==> config.mk <==
export PLATFORM = sky130hd
export DESIGN_NAME = tx_prio_sel
export DESIGN_NICKNAME = d
export VERILOG_FILES = /design/src/rtl/tps_pkg.sv /design/src/rtl/tps_key_gen.sv /design/src/rtl/tps_node.sv /design/src/rtl/tps_tree.sv /design/src/rtl/tps_ctrl.sv /design/src/rtl/tx_prio_sel.sv
export SDC_FILE = /design/constraint.sdc
export NUM_CORES = 1
export LEC_CHECK = 0
export ABC_AREA = 1
export BUFFER_PORTS_ARGS = -buffer_cell sky130_fd_sc_hd__buf_2
export CAP_MARGIN = 20
export CELL_PAD_IN_SITES_DETAIL_PLACEMENT = 2
export CELL_PAD_IN_SITES_GLOBAL_PLACEMENT = 2
export CORE_UTILIZATION = 25
export CTS_BUF_LIST = sky130_fd_sc_hd__clkbuf_16
export CTS_CLUSTER_SIZE = 24
export DETAILED_ROUTE_END_ITERATION = 10
export HOLD_SLACK_MARGIN = 0.15
export PLACE_DENSITY = 0.75
export SLEW_MARGIN = 15
export SYNTH_ARGS = -nofsm -noshare
export SYNTH_HDL_FRONTEND = slang
export SYNTH_SLANG_ARGS = --single-unit
==> constraint.sdc <==
create_clock -name clk -period 23.8 [get_ports clk]
set_clock_uncertainty 0.15 [all_clocks]
set_input_delay 3.57 -clock clk [delete_from_list [all_inputs] [get_ports clk]]
set_output_delay 3.57 -clock clk [all_outputs]
set_load 0.02 [all_outputs]
==> src/rtl/tps_pkg.sv <==
// Shared widths and the identifier-to-key mapping for the transmit priority selector.
// Assumes identifier slices are 29 bits wide, with base identifiers in the low 11 bits.
package tps_pkg;
    localparam int STD_W = 11;
    localparam int EXT_W = 29;
    localparam int LOW_W = EXT_W - STD_W;
    localparam int KEY_W = EXT_W + 1;

    typedef logic [KEY_W-1:0] key_t;

    // Key layout: top 11 identifier bits, format bit (base = 0), low 18 bits.
    function automatic key_t make_key(input logic is_ext, input logic [EXT_W-1:0] raw);
        key_t k;
        if (is_ext) begin
            k = {raw[EXT_W-1:LOW_W], 1'b1, raw[LOW_W-1:0]};
        end else begin
            k = {raw[STD_W-1:0], 1'b0, {LOW_W{1'b0}}};
        end
        return k;
    endfunction
endpackage

==> src/rtl/tps_key_gen.sv <==
// Builds a comparison key and an eligibility bit for every box.
// Assumes box_count counts boxes from number 0 upward.
module tps_key_gen #(
    parameter int NUM_BOX = 16,
    parameter int CNT_W   = $clog2(NUM_BOX + 1)
) (
    input  logic [NUM_BOX-1:0]                    box_req,
    input  logic [NUM_BOX-1:0]                    box_ext,
    input  logic [NUM_BOX*tps_pkg::EXT_W-1:0]     box_id,
    input  logic [CNT_W-1:0]                      box_count,
    output logic [NUM_BOX-1:0]                    elig,
    output tps_pkg::key_t [NUM_BOX-1:0]           keys
);
    localparam int IW = tps_pkg::EXT_W;

    for (genvar k = 0; k < NUM_BOX; k++) begin : g_box
        // Per-box eligibility: pending and below the in-use count.
        always_comb begin
            elig[k] = box_req[k] && (CNT_W'(k) < box_count);
        end
        // Per-box key formation with base-format alignment.
        always_comb begin
            keys[k] = tps_pkg::make_key(box_ext[k], box_id[k*IW +: IW]);
        end
    end
endmodule

==> src/rtl/tps_node.sv <==
// One two-input comparison stage of the selection tree.
// Assumes the a-side always carries lower box numbers than the b-side.
module tps_node #(
    parameter int IDX_W = 4
) (
    input  logic                 a_vld,
    input  tps_pkg::key_t        a_key,
    input  logic [IDX_W-1:0]     a_idx,
    input  logic                 b_vld,
    input  tps_pkg::key_t        b_key,
    input  logic [IDX_W-1:0]     b_idx,
    output logic                 o_vld,
    output tps_pkg::key_t        o_key,
    output logic [IDX_W-1:0]     o_idx
);
    logic take_a;

    // Pick a on lower key or equal key; an invalid side always loses.
    always_comb begin
        take_a = a_vld && (!b_vld || (a_key <= b_key));
        o_vld  = a_vld || b_vld;
        o_key  = take_a ? a_key : b_key;
        o_idx  = take_a ? a_idx : b_idx;
    end
endmodule

==> src/rtl/tps_tree.sv <==
// Balanced reduction tree that finds the eligible box with the lowest key.
// Assumes NUM_BOX >= 2; missing leaves up to the next power of two are invalid.
module tps_tree #(
    parameter int NUM_BOX = 16,
    parameter int IDX_W   = $clog2(NUM_BOX)
) (
    input  logic [NUM_BOX-1:0]            elig,
    input  tps_pkg::key_t [NUM_BOX-1:0]   keys,
    output logic                          win_vld,
    output logic [IDX_W-1:0]              win_idx
);
    localparam int PAD  = 1 << IDX_W;
    localparam int LVLS = IDX_W;

    for (genvar l = 0; l < LVLS; l++) begin : g_lvl
        localparam int N = PAD >> l;
        logic [N-1:0]                    vld;
        tps_pkg::key_t [N-1:0]           key;
        logic [N-1:0][IDX_W-1:0]         idx;

        if (l == 0) begin : g_leaf
            for (genvar n = 0; n < N; n++) begin : g_n
                if (n < NUM_BOX) begin : g_real
                    // Leaf load from the key generator.
                    always_comb begin
                        vld[n] = elig[n];
                        key[n] = keys[n];
                        idx[n] = IDX_W'(n);
                    end
                end else begin : g_pad
                    // Padding leaf that can never win.
                    always_comb begin
                        vld[n] = 1'b0;
                        key[n] = '1;
                        idx[n] = IDX_W'(n);
                    end
                end
            end
        end else begin : g_inner
            for (genvar n = 0; n < N; n++) begin : g_n
                tps_node #(.IDX_W(IDX_W)) u_node (
                    .a_vld (g_lvl[l-1].vld[2*n]),
                    .a_key (g_lvl[l-1].key[2*n]),
                    .a_idx (g_lvl[l-1].idx[2*n]),
                    .b_vld (g_lvl[l-1].vld[2*n+1]),
                    .b_key (g_lvl[l-1].key[2*n+1]),
                    .b_idx (g_lvl[l-1].idx[2*n+1]),
                    .o_vld (vld[n]),
                    .o_key (key[n]),
                    .o_idx (idx[n])
                );
            end
        end
    end

    logic root_take_a;

    // Final stage: only validity and box number leave the tree.
    always_comb begin
        root_take_a = g_lvl[LVLS-1].vld[0] &&
                      (!g_lvl[LVLS-1].vld[1] ||
                       (g_lvl[LVLS-1].key[0] <= g_lvl[LVLS-1].key[1]));
        win_vld = g_lvl[LVLS-1].vld[0] || g_lvl[LVLS-1].vld[1];
        win_idx = root_take_a ? g_lvl[LVLS-1].idx[0] : g_lvl[LVLS-1].idx[1];
    end
endmodule

==> src/rtl/tps_ctrl.sv <==
// Result register and completion handling for the selector.
// Assumes tx_done_ok is a single-cycle pulse; completion outranks a strobe.
module tps_ctrl #(
    parameter int NUM_BOX = 16,
    parameter int IDX_W   = $clog2(NUM_BOX)
) (
    input  logic                 clk,
    input  logic                 rst_n,
    input  logic                 sel_start,
    input  logic                 tx_done_ok,
    input  logic                 win_vld,
    input  logic [IDX_W-1:0]     win_idx,
    output logic [IDX_W-1:0]     sel_idx,
    output logic                 sel_valid,
    output logic [NUM_BOX-1:0]   clr_req
);
    localparam logic [NUM_BOX-1:0] ONE = NUM_BOX'(1);

    // Hold the winner, load it on a strobe, retire it on successful completion.
    always_ff @(posedge clk) begin
        if (!rst_n) begin
            sel_idx   <= '0;
            sel_valid <= 1'b0;
            clr_req   <= '0;
        end else begin
            clr_req <= '0;
            if (tx_done_ok) begin
                if (sel_valid) begin
                    clr_req   <= ONE << sel_idx;
                    sel_valid <= 1'b0;
                end
            end else if (sel_start) begin
                sel_valid <= win_vld;
                sel_idx   <= win_idx;
            end
        end
    end
endmodule

==> src/rtl/tx_prio_sel.sv <==
// Top of the transmit priority selector: key generation, comparison tree, result register.
// Assumes box inputs are stable around the strobe edge and NUM_BOX >= 2.
module tx_prio_sel #(
    parameter int NUM_BOX = 16,
    parameter int IDX_W   = $clog2(NUM_BOX),
    parameter int CNT_W   = $clog2(NUM_BOX + 1)
) (
    input  logic                                  clk,
    input  logic                                  rst_n,
    input  logic [NUM_BOX-1:0]                    box_req,
    input  logic [NUM_BOX-1:0]                    box_ext,
    input  logic [NUM_BOX*tps_pkg::EXT_W-1:0]     box_id,
    input  logic [CNT_W-1:0]                      box_count,
    input  logic                                  sel_start,
    input  logic                                  tx_done_ok,
    output logic [IDX_W-1:0]                      sel_idx,
    output logic                                  sel_valid,
    output logic [NUM_BOX-1:0]                    clr_req
);
    logic [NUM_BOX-1:0]            elig;
    tps_pkg::key_t [NUM_BOX-1:0]   keys;
    logic                          win_vld;
    logic [IDX_W-1:0]              win_idx;

    tps_key_gen #(.NUM_BOX(NUM_BOX), .CNT_W(CNT_W)) u_keys (
        .box_req   (box_req),
        .box_ext   (box_ext),
        .box_id    (box_id),
        .box_count (box_count),
        .elig      (elig),
        .keys      (keys)
    );

    tps_tree #(.NUM_BOX(NUM_BOX), .IDX_W(IDX_W)) u_tree (
        .elig    (elig),
        .keys    (keys),
        .win_vld (win_vld),
        .win_idx (win_idx)
    );

    tps_ctrl #(.NUM_BOX(NUM_BOX), .IDX_W(IDX_W)) u_ctrl (
        .clk        (clk),
        .rst_n      (rst_n),
        .sel_start  (sel_start),
        .tx_done_ok (tx_done_ok),
        .win_vld    (win_vld),
        .win_idx    (win_idx),
        .sel_idx    (sel_idx),
        .sel_valid  (sel_valid),
        .clr_req    (clr_req)
    );
endmodule

# ---- Word-level counts from Yosys, hierarchy flattened
# Index checks and enable logic that the tools add are counted.
dict set report totals {
  regBits 21
  inputBits 505
  output_inout_bits 21
  wordCells 161
}
dict set report op_classes {
  shift 1
  bitwise_logic 2
  mux 45
  n_lt_le_gt_ge 31
  n_reduce_logical 79
}
# operator count
set op_table {}
lappend op_table {{30-bit 2-to-1 mux} 30}
lappend op_table {{30-bit <= comparator} 15}
lappend op_table {{4-bit by 5-bit less-than comparator with 1-bit output (first input constant)} 8}
lappend op_table {{1-bit logical AND} 31}
lappend op_table {{1-bit logical OR} 30}
lappend op_table {{4-bit 2-to-1 mux} 7}
lappend op_table {{3-bit by 5-bit less-than comparator with 1-bit output (first input constant)} 4}
lappend op_table {{1-bit by 4-bit left shift with 16-bit output (first input constant)} 1}
lappend op_table {{1-bit zero test} 15}
lappend op_table {{1-bit by 5-bit less-than comparator with 1-bit output (first input constant)} 2}
lappend op_table {{2-bit by 5-bit less-than comparator with 1-bit output (first input constant)} 2}
lappend op_table {{1-bit 2-to-1 mux} 8}
lappend op_table {{3-bit AND reduction} 1}
lappend op_table {{1-bit inverter} 2}
lappend op_table {{2-bit AND reduction} 1}
lappend op_table {{2-bit OR reduction} 1}

# ---- Depth between registers and ports, before layout
dict set report depth {
  word_depth 18
  mapped_depth 64
  ltp_nobuf 58
}

# ---- Modules after synthesis
# A second synthesis with hierarchy kept.
dict set report hier_totals {
  hier_cells 4910
  hier_area_um2 26130.1
}
# module cells_per_inst area_each_um2 seq_area_each_um2 n_inst
set modules_own_cells {}
lappend modules_own_cells {tps_node 271 1398.8 0.0 14}
lappend modules_own_cells {tps_key_gen 874 4906.0 0.0 1}
lappend modules_own_cells {tps_tree 165 957.2 0.0 1}
lappend modules_own_cells {tps_ctrl 77 683.2 420.4 1}

# ---- Worst setup path before layout
# OpenSTA, ideal clock, no wires.
dict set report synth_timing {
  kind {input-to-reg}
  start {in box_ext[7]}
  end {reg u_ctrl.sel_idx[1]}
  setup_ps 118
  arrival_ps 10008
  path_slack_ps 13525
  n_path_buf 7
  required_time_ps 23532
  cell_stages 58
  cell_sequence {clkbuf_1 > clkbuf_1 > mux2i_1 > ha_1 > nand2_1 > nor2_1 > nand2_1 > inv_1 > nand3_1 > nor2_1 > nand2_1 > nand2_1 > nand2_1 > nand2_1 > buf_4 > buf_4 > o22ai_1 > inv_1 > [... 22 more ...] > nand2_1 > nand2_1 > clkinv_1 > buf_1 > nand2_1 > o21ai_1 > ha_1 > nand2_1 > nor2_1 > nand4_1 > inv_1 > nand4_1 > nor2_1 > a21oi_1 > a21boi_0 > o211ai_1 > nand3_1 > a21oi_1}
}
dict set report synth_via {
  elab_chain_cells 17
  word_cells_on_any_way 19
  cone_classes {order compare: 4; mux: 7; reduce/logical: 8}
}
# element line
set synth_lines {}
lappend synth_lines {{start: declaration} tx_prio_sel.sv:11} ;# input logic [NUM_BOX-1:0] box_ext,
lappend synth_lines {{30-bit 2-to-1 mux (*)} tps_pkg.sv:14} ;# if (is_ext) begin
lappend synth_lines {{30-bit <= comparator} tps_node.sv:20} ;# take_a = a_vld && (!b_vld || (a_key <= b_key));
lappend synth_lines {{1-bit logical OR} tps_node.sv:20}
lappend synth_lines {{1-bit logical AND} tps_node.sv:20}
lappend synth_lines {{30-bit 2-to-1 mux (*)} tps_node.sv:22} ;# o_key = take_a ? a_key : b_key;
lappend synth_lines {{30-bit <= comparator} tps_node.sv:20}
lappend synth_lines {{1-bit logical OR} tps_node.sv:20}
lappend synth_lines {{1-bit logical AND} tps_node.sv:20}
lappend synth_lines {{30-bit 2-to-1 mux} tps_node.sv:22}
lappend synth_lines {{30-bit <= comparator} tps_node.sv:20}
lappend synth_lines {{1-bit logical OR} tps_node.sv:20}
lappend synth_lines {{1-bit logical AND} tps_node.sv:20}
lappend synth_lines {{30-bit 2-to-1 mux} tps_node.sv:22}
lappend synth_lines {{30-bit <= comparator} tps_tree.sv:62} ;# (g_lvl[LVLS-1].key[0] <= g_lvl[LVLS-1].key[1]));
lappend synth_lines {{1-bit logical OR} tps_tree.sv:61} ;# (!g_lvl[LVLS-1].vld[1] ||
lappend synth_lines {{1-bit logical AND} tps_tree.sv:60} ;# root_take_a = g_lvl[LVLS-1].vld[0] &&
lappend synth_lines {{4-bit 2-to-1 mux (*)} tps_tree.sv:64} ;# win_idx = root_take_a ? g_lvl[LVLS-1].idx[0] : g_lvl[LVLS-1].idx[1];
lappend synth_lines {{end signal: assignment} tps_ctrl.sv:34} ;# sel_idx <= win_idx;
lappend synth_lines {{end: declaration} tps_ctrl.sv:13} ;# output logic [IDX_W-1:0] sel_idx,
# Every way passes the cells marked *; elsewhere a longest branch is shown, timed or not.
# A chain may end at the register's enable or synchronous reset.

# ---- Worst setup path in the final report
dict set report layout_timing {
  start {in box_ext[11]}
  end {reg u_ctrl.sel_idx[1]}
}
# The elaborated chain is that of the path after synthesis.

==> metrics.md <==
| Metric | Value |
|---|---|
| Outcome | `completed` |
| Initial Util | `0.254` |
| Vias per Instance | `4.96` |
| Async S/R FF share, synth | `0` |
| Arrival time at the worst endpoint | `13.71 ns` |
| CTS Buf Count | `3` |
| Synth area leaders | `nand2_1 29%, ha_1 28%, inv_1 7.3%` |
| Compound-gate portion of the synthesized area | `0.187` |
| Final Setup Violations | `0` |
| Ys flop type | `dfxtp_1` |
| Vias in the first global route | `26800` |
| Top delay family on crit path | `simple AND/OR/NAND/NOR gates` |
| Reg2reg path depth | `2` |
| Die W | `286 µm` |
| Average wire per cell in the routed design | `19.4 µm` |
| Worst VDD drop | `20.1 µV` |
| TritonCTS clock tree | `done` |
| Die H | `286 µm` |
| Post-synthesis register bit count | `21` |
| Die Area | `81700 µm²` |
| # H-tree levels | `1` |
| Pre-antenna DRT Iters | `5` |
| Routed WL | `99.1 mm` |
| Drt drc | `0` |
| Max-cap violations | `0` |
| YS warnings | `0` |
| Register-to-register setup slack | `22.39 ns` |
| Gate Count Post-Synth | `3662` |
| Mux contribution to synthesized area | `0.0403` |
| Vias | `25400` |
| Worst path max stage delay | `0.59 ns` |
| Yosys cell types | `39` |
| Syn Nets | `4617` |
| Rows | `103` |
| Post-Syn Area | `20100 µm²` |
| First-pass GRT wire length | `151 mm` |
| Post-synth EDFFs | `0` |
| Crit-path max FO | `51` |
| Min Tclk post-route | `13.70 ns` |
| Share of cells above drive strength 1 | `0.152` |
| Crit path depth | `53` |
| Final Worst Setup Slack | `10.10 ns` |
| Initial antenna violation count | `10` |
| Total GRT Usage | `0.235` |
| Fin crit share | `0.576` |
| Req. time, crit path | `23.81 ns` |
| Iter 0 DRT Violations | `832` |
| Worst hold path stage count | `2` |
| # Post-CTS Setup Buffers | `0` |
| Fill cells | `10400` |
| Commonest cells post-synth | `1545 x nand2_1, 450 x ha_1, 389 x inv_1` |
| Simple-gate share of the synthesized area | `0.363` |
| XOR/XNOR share of the synthesized area | `0` |
| Fmax | `73.0 MHz` |
| TNS Setup | `0 ns` |
| Fin. Hold Viols | `0` |
| Port bufs | `525` |
| Largest net degree at the start of global routing | `68` |
| Slew headroom | `0.365` |
| DP Wirelength | `89.3 mm` |
| Largest area contributor in the netlist | `nand2_1` |
| CP max stage cell | `o22ai_1` |
| Num ports | `526` |
| Core area | `79400 µm²` |
| Area grow syn2layout | `17.5%` |
| Clock-pin transition on the worst setup and hold timing paths | `0.07 ns` |
| CTS Sinks | `21` |
| CP Capture Type | `register` |
| Hold Path Sink | `u_ctrl.sel_idx[0]` |
| Total power | `0.973 mW` |
| WS Path Type | `in -> reg` |
| Clock latency at the later pin of the worst-skew pair | `0.26 ns` |
| FF-to-FF End | `u_ctrl.clr_req[2]` |
| R2r startpoint | `u_ctrl.sel_valid` |
| Most common cell in the netlist | `nand2_1` |
| Syn_area_per_cell | `5.50 µm²` |
| Worst hold path startpoint | `u_ctrl.sel_idx[0]` |
| Share of the synthesized area in the top cell type | `0.288` |
| CP Launch Type | `primary input` |
| Number of routed nets with antenna violations | `0` |
| Placer congestion estimate | `0.885` |
| Post-CTS resize count | `0` |
| CP Buf/Inv Count | `8` |
| Layout net count | `5018` |
| Worst slew pin tran | `0.952 ns` |
| Hold buffers post-CTS | `0` |
| Pwr dens | `41.1 nW/µm²` |
| CTS root buffer | `clkbuf_16` |
| P_leak | `14.2 nW` |
| Critical path's most frequent cell | `nand2_1` |
| Pins over their slew limit | `0` |
| GRT overflow | `0` |
| Dpl ws | `9.72 ns` |
| RSZ-0062 raised after global routing | `no` |
| Main combinational cell family by area after synthesis | `simple AND/OR/NAND/NOR gates` |
| Max Root-Sink Buffers | `2` |
| Min-Delay Path Class | `reg -> reg` |
| Post-Synth Adder-Cell Area | `0.280` |
| Post-synthesis sequential area ratio | `0.0209` |
[final cells by class]
| type | instances | area [µm²] | share of cell area |
|---|---|---|---|
| Antenna cell | 3 | 7.51 | 0.000317 |
| Clock buffer | 3 | 75.1 | 0.00317 |
| Clock inverter | 1 | 5.00 | 0.000212 |
| Inverter | 404 | 1520 | 0.0641 |
| Multi-Input combinational cell | 3095 | 17600 | 0.742 |
| Sequential cell | 21 | 420 | 0.0178 |
| Tap cell | 1050 | 1310 | 0.0555 |
| Timing Repair Buffer | 538 | 2760 | 0.117 |
[power by group]
part	switching, mW	internal [mW]	total [mW]
Sequential	0.00484	0.0370	0.0418
Clock	0.0149	0.0227	0.0376
Combinational	0.595	0.298	0.893
Total	0.615	0.358	0.973
[flip-flops by register name, summed over array words and instances, names as in the netlist]
signal,count
u_ctrl.sel_valid,1
u_ctrl.sel_idx,4
u_ctrl.clr_req,16
[kinds of logic (layout without fill, tap and decap cells)]
kind of cell,count (synthesis),in the layout
multiplexers,81,81
AO/OA/AOI/OAI,683,683
AND/OR/NAND/NOR,1881,1881
flip-flops,21,21
adder cells (fa/ha/maj),450,450
buffers and inverters,546,946
other,0,3
[layout by cell type (no fill, tap or decap), drive strengths merged]
master and instances:
a21boi 2, a21o 14, a21oi 174, a31oi 2, and2 9, and3 1
buf 538, clkbuf 3, clkinv 3, dfxtp 21, diode 3, ha 450
inv 402, mux2i 81, nand2 1553, nand3 89, nand4 18, nor2 190
nor3 13, nor3b 3, nor4 4, o211ai 10, o21a 9, o21ai 439
o21bai 12, o22ai 21, or2 1
[worst reg2reg max path, stage by stage, from the launching register on]
cell	delay (ns)
dfxtp_1	0.51
nand4_1	0.41
nor2_1	0.25
[per-layer routing]
layer  share of wire  GRT usage
met1            0.47      0.312
met3           0.026     0.0120
met2            0.48      0.421
met5         0.00016          0
met4           0.019     0.0398
[worst max path at each step]
stage,slack (ns),end,start
after floorplan,13.52,u_ctrl.sel_idx[1],box_ext[7]
after global placement,10.06,u_ctrl.sel_idx[1],box_ext[4]
final,10.10,u_ctrl.sel_idx[1],box_ext[11]
after global routing,9.11,u_ctrl.sel_idx[2],box_ext[0]
after CTS,9.99,u_ctrl.sel_idx[1],box_ext[4]
after detailed placement,9.72,u_ctrl.sel_idx[1],box_ext[2]
[through the flow]
step	hold WS, ns	util	cells	cell area, µm²
finish	0.482	0.298	5115	23700
global route	0.564	0.298	5115	23700
CTS	0.509	0.297	5110	23600
detailed placement	0.498	0.296	5106	23500
global placement	0.489	0.296	5106	23500
floorplan	0.447	-	3662	20100
Power figures use the tool's default switching activity.
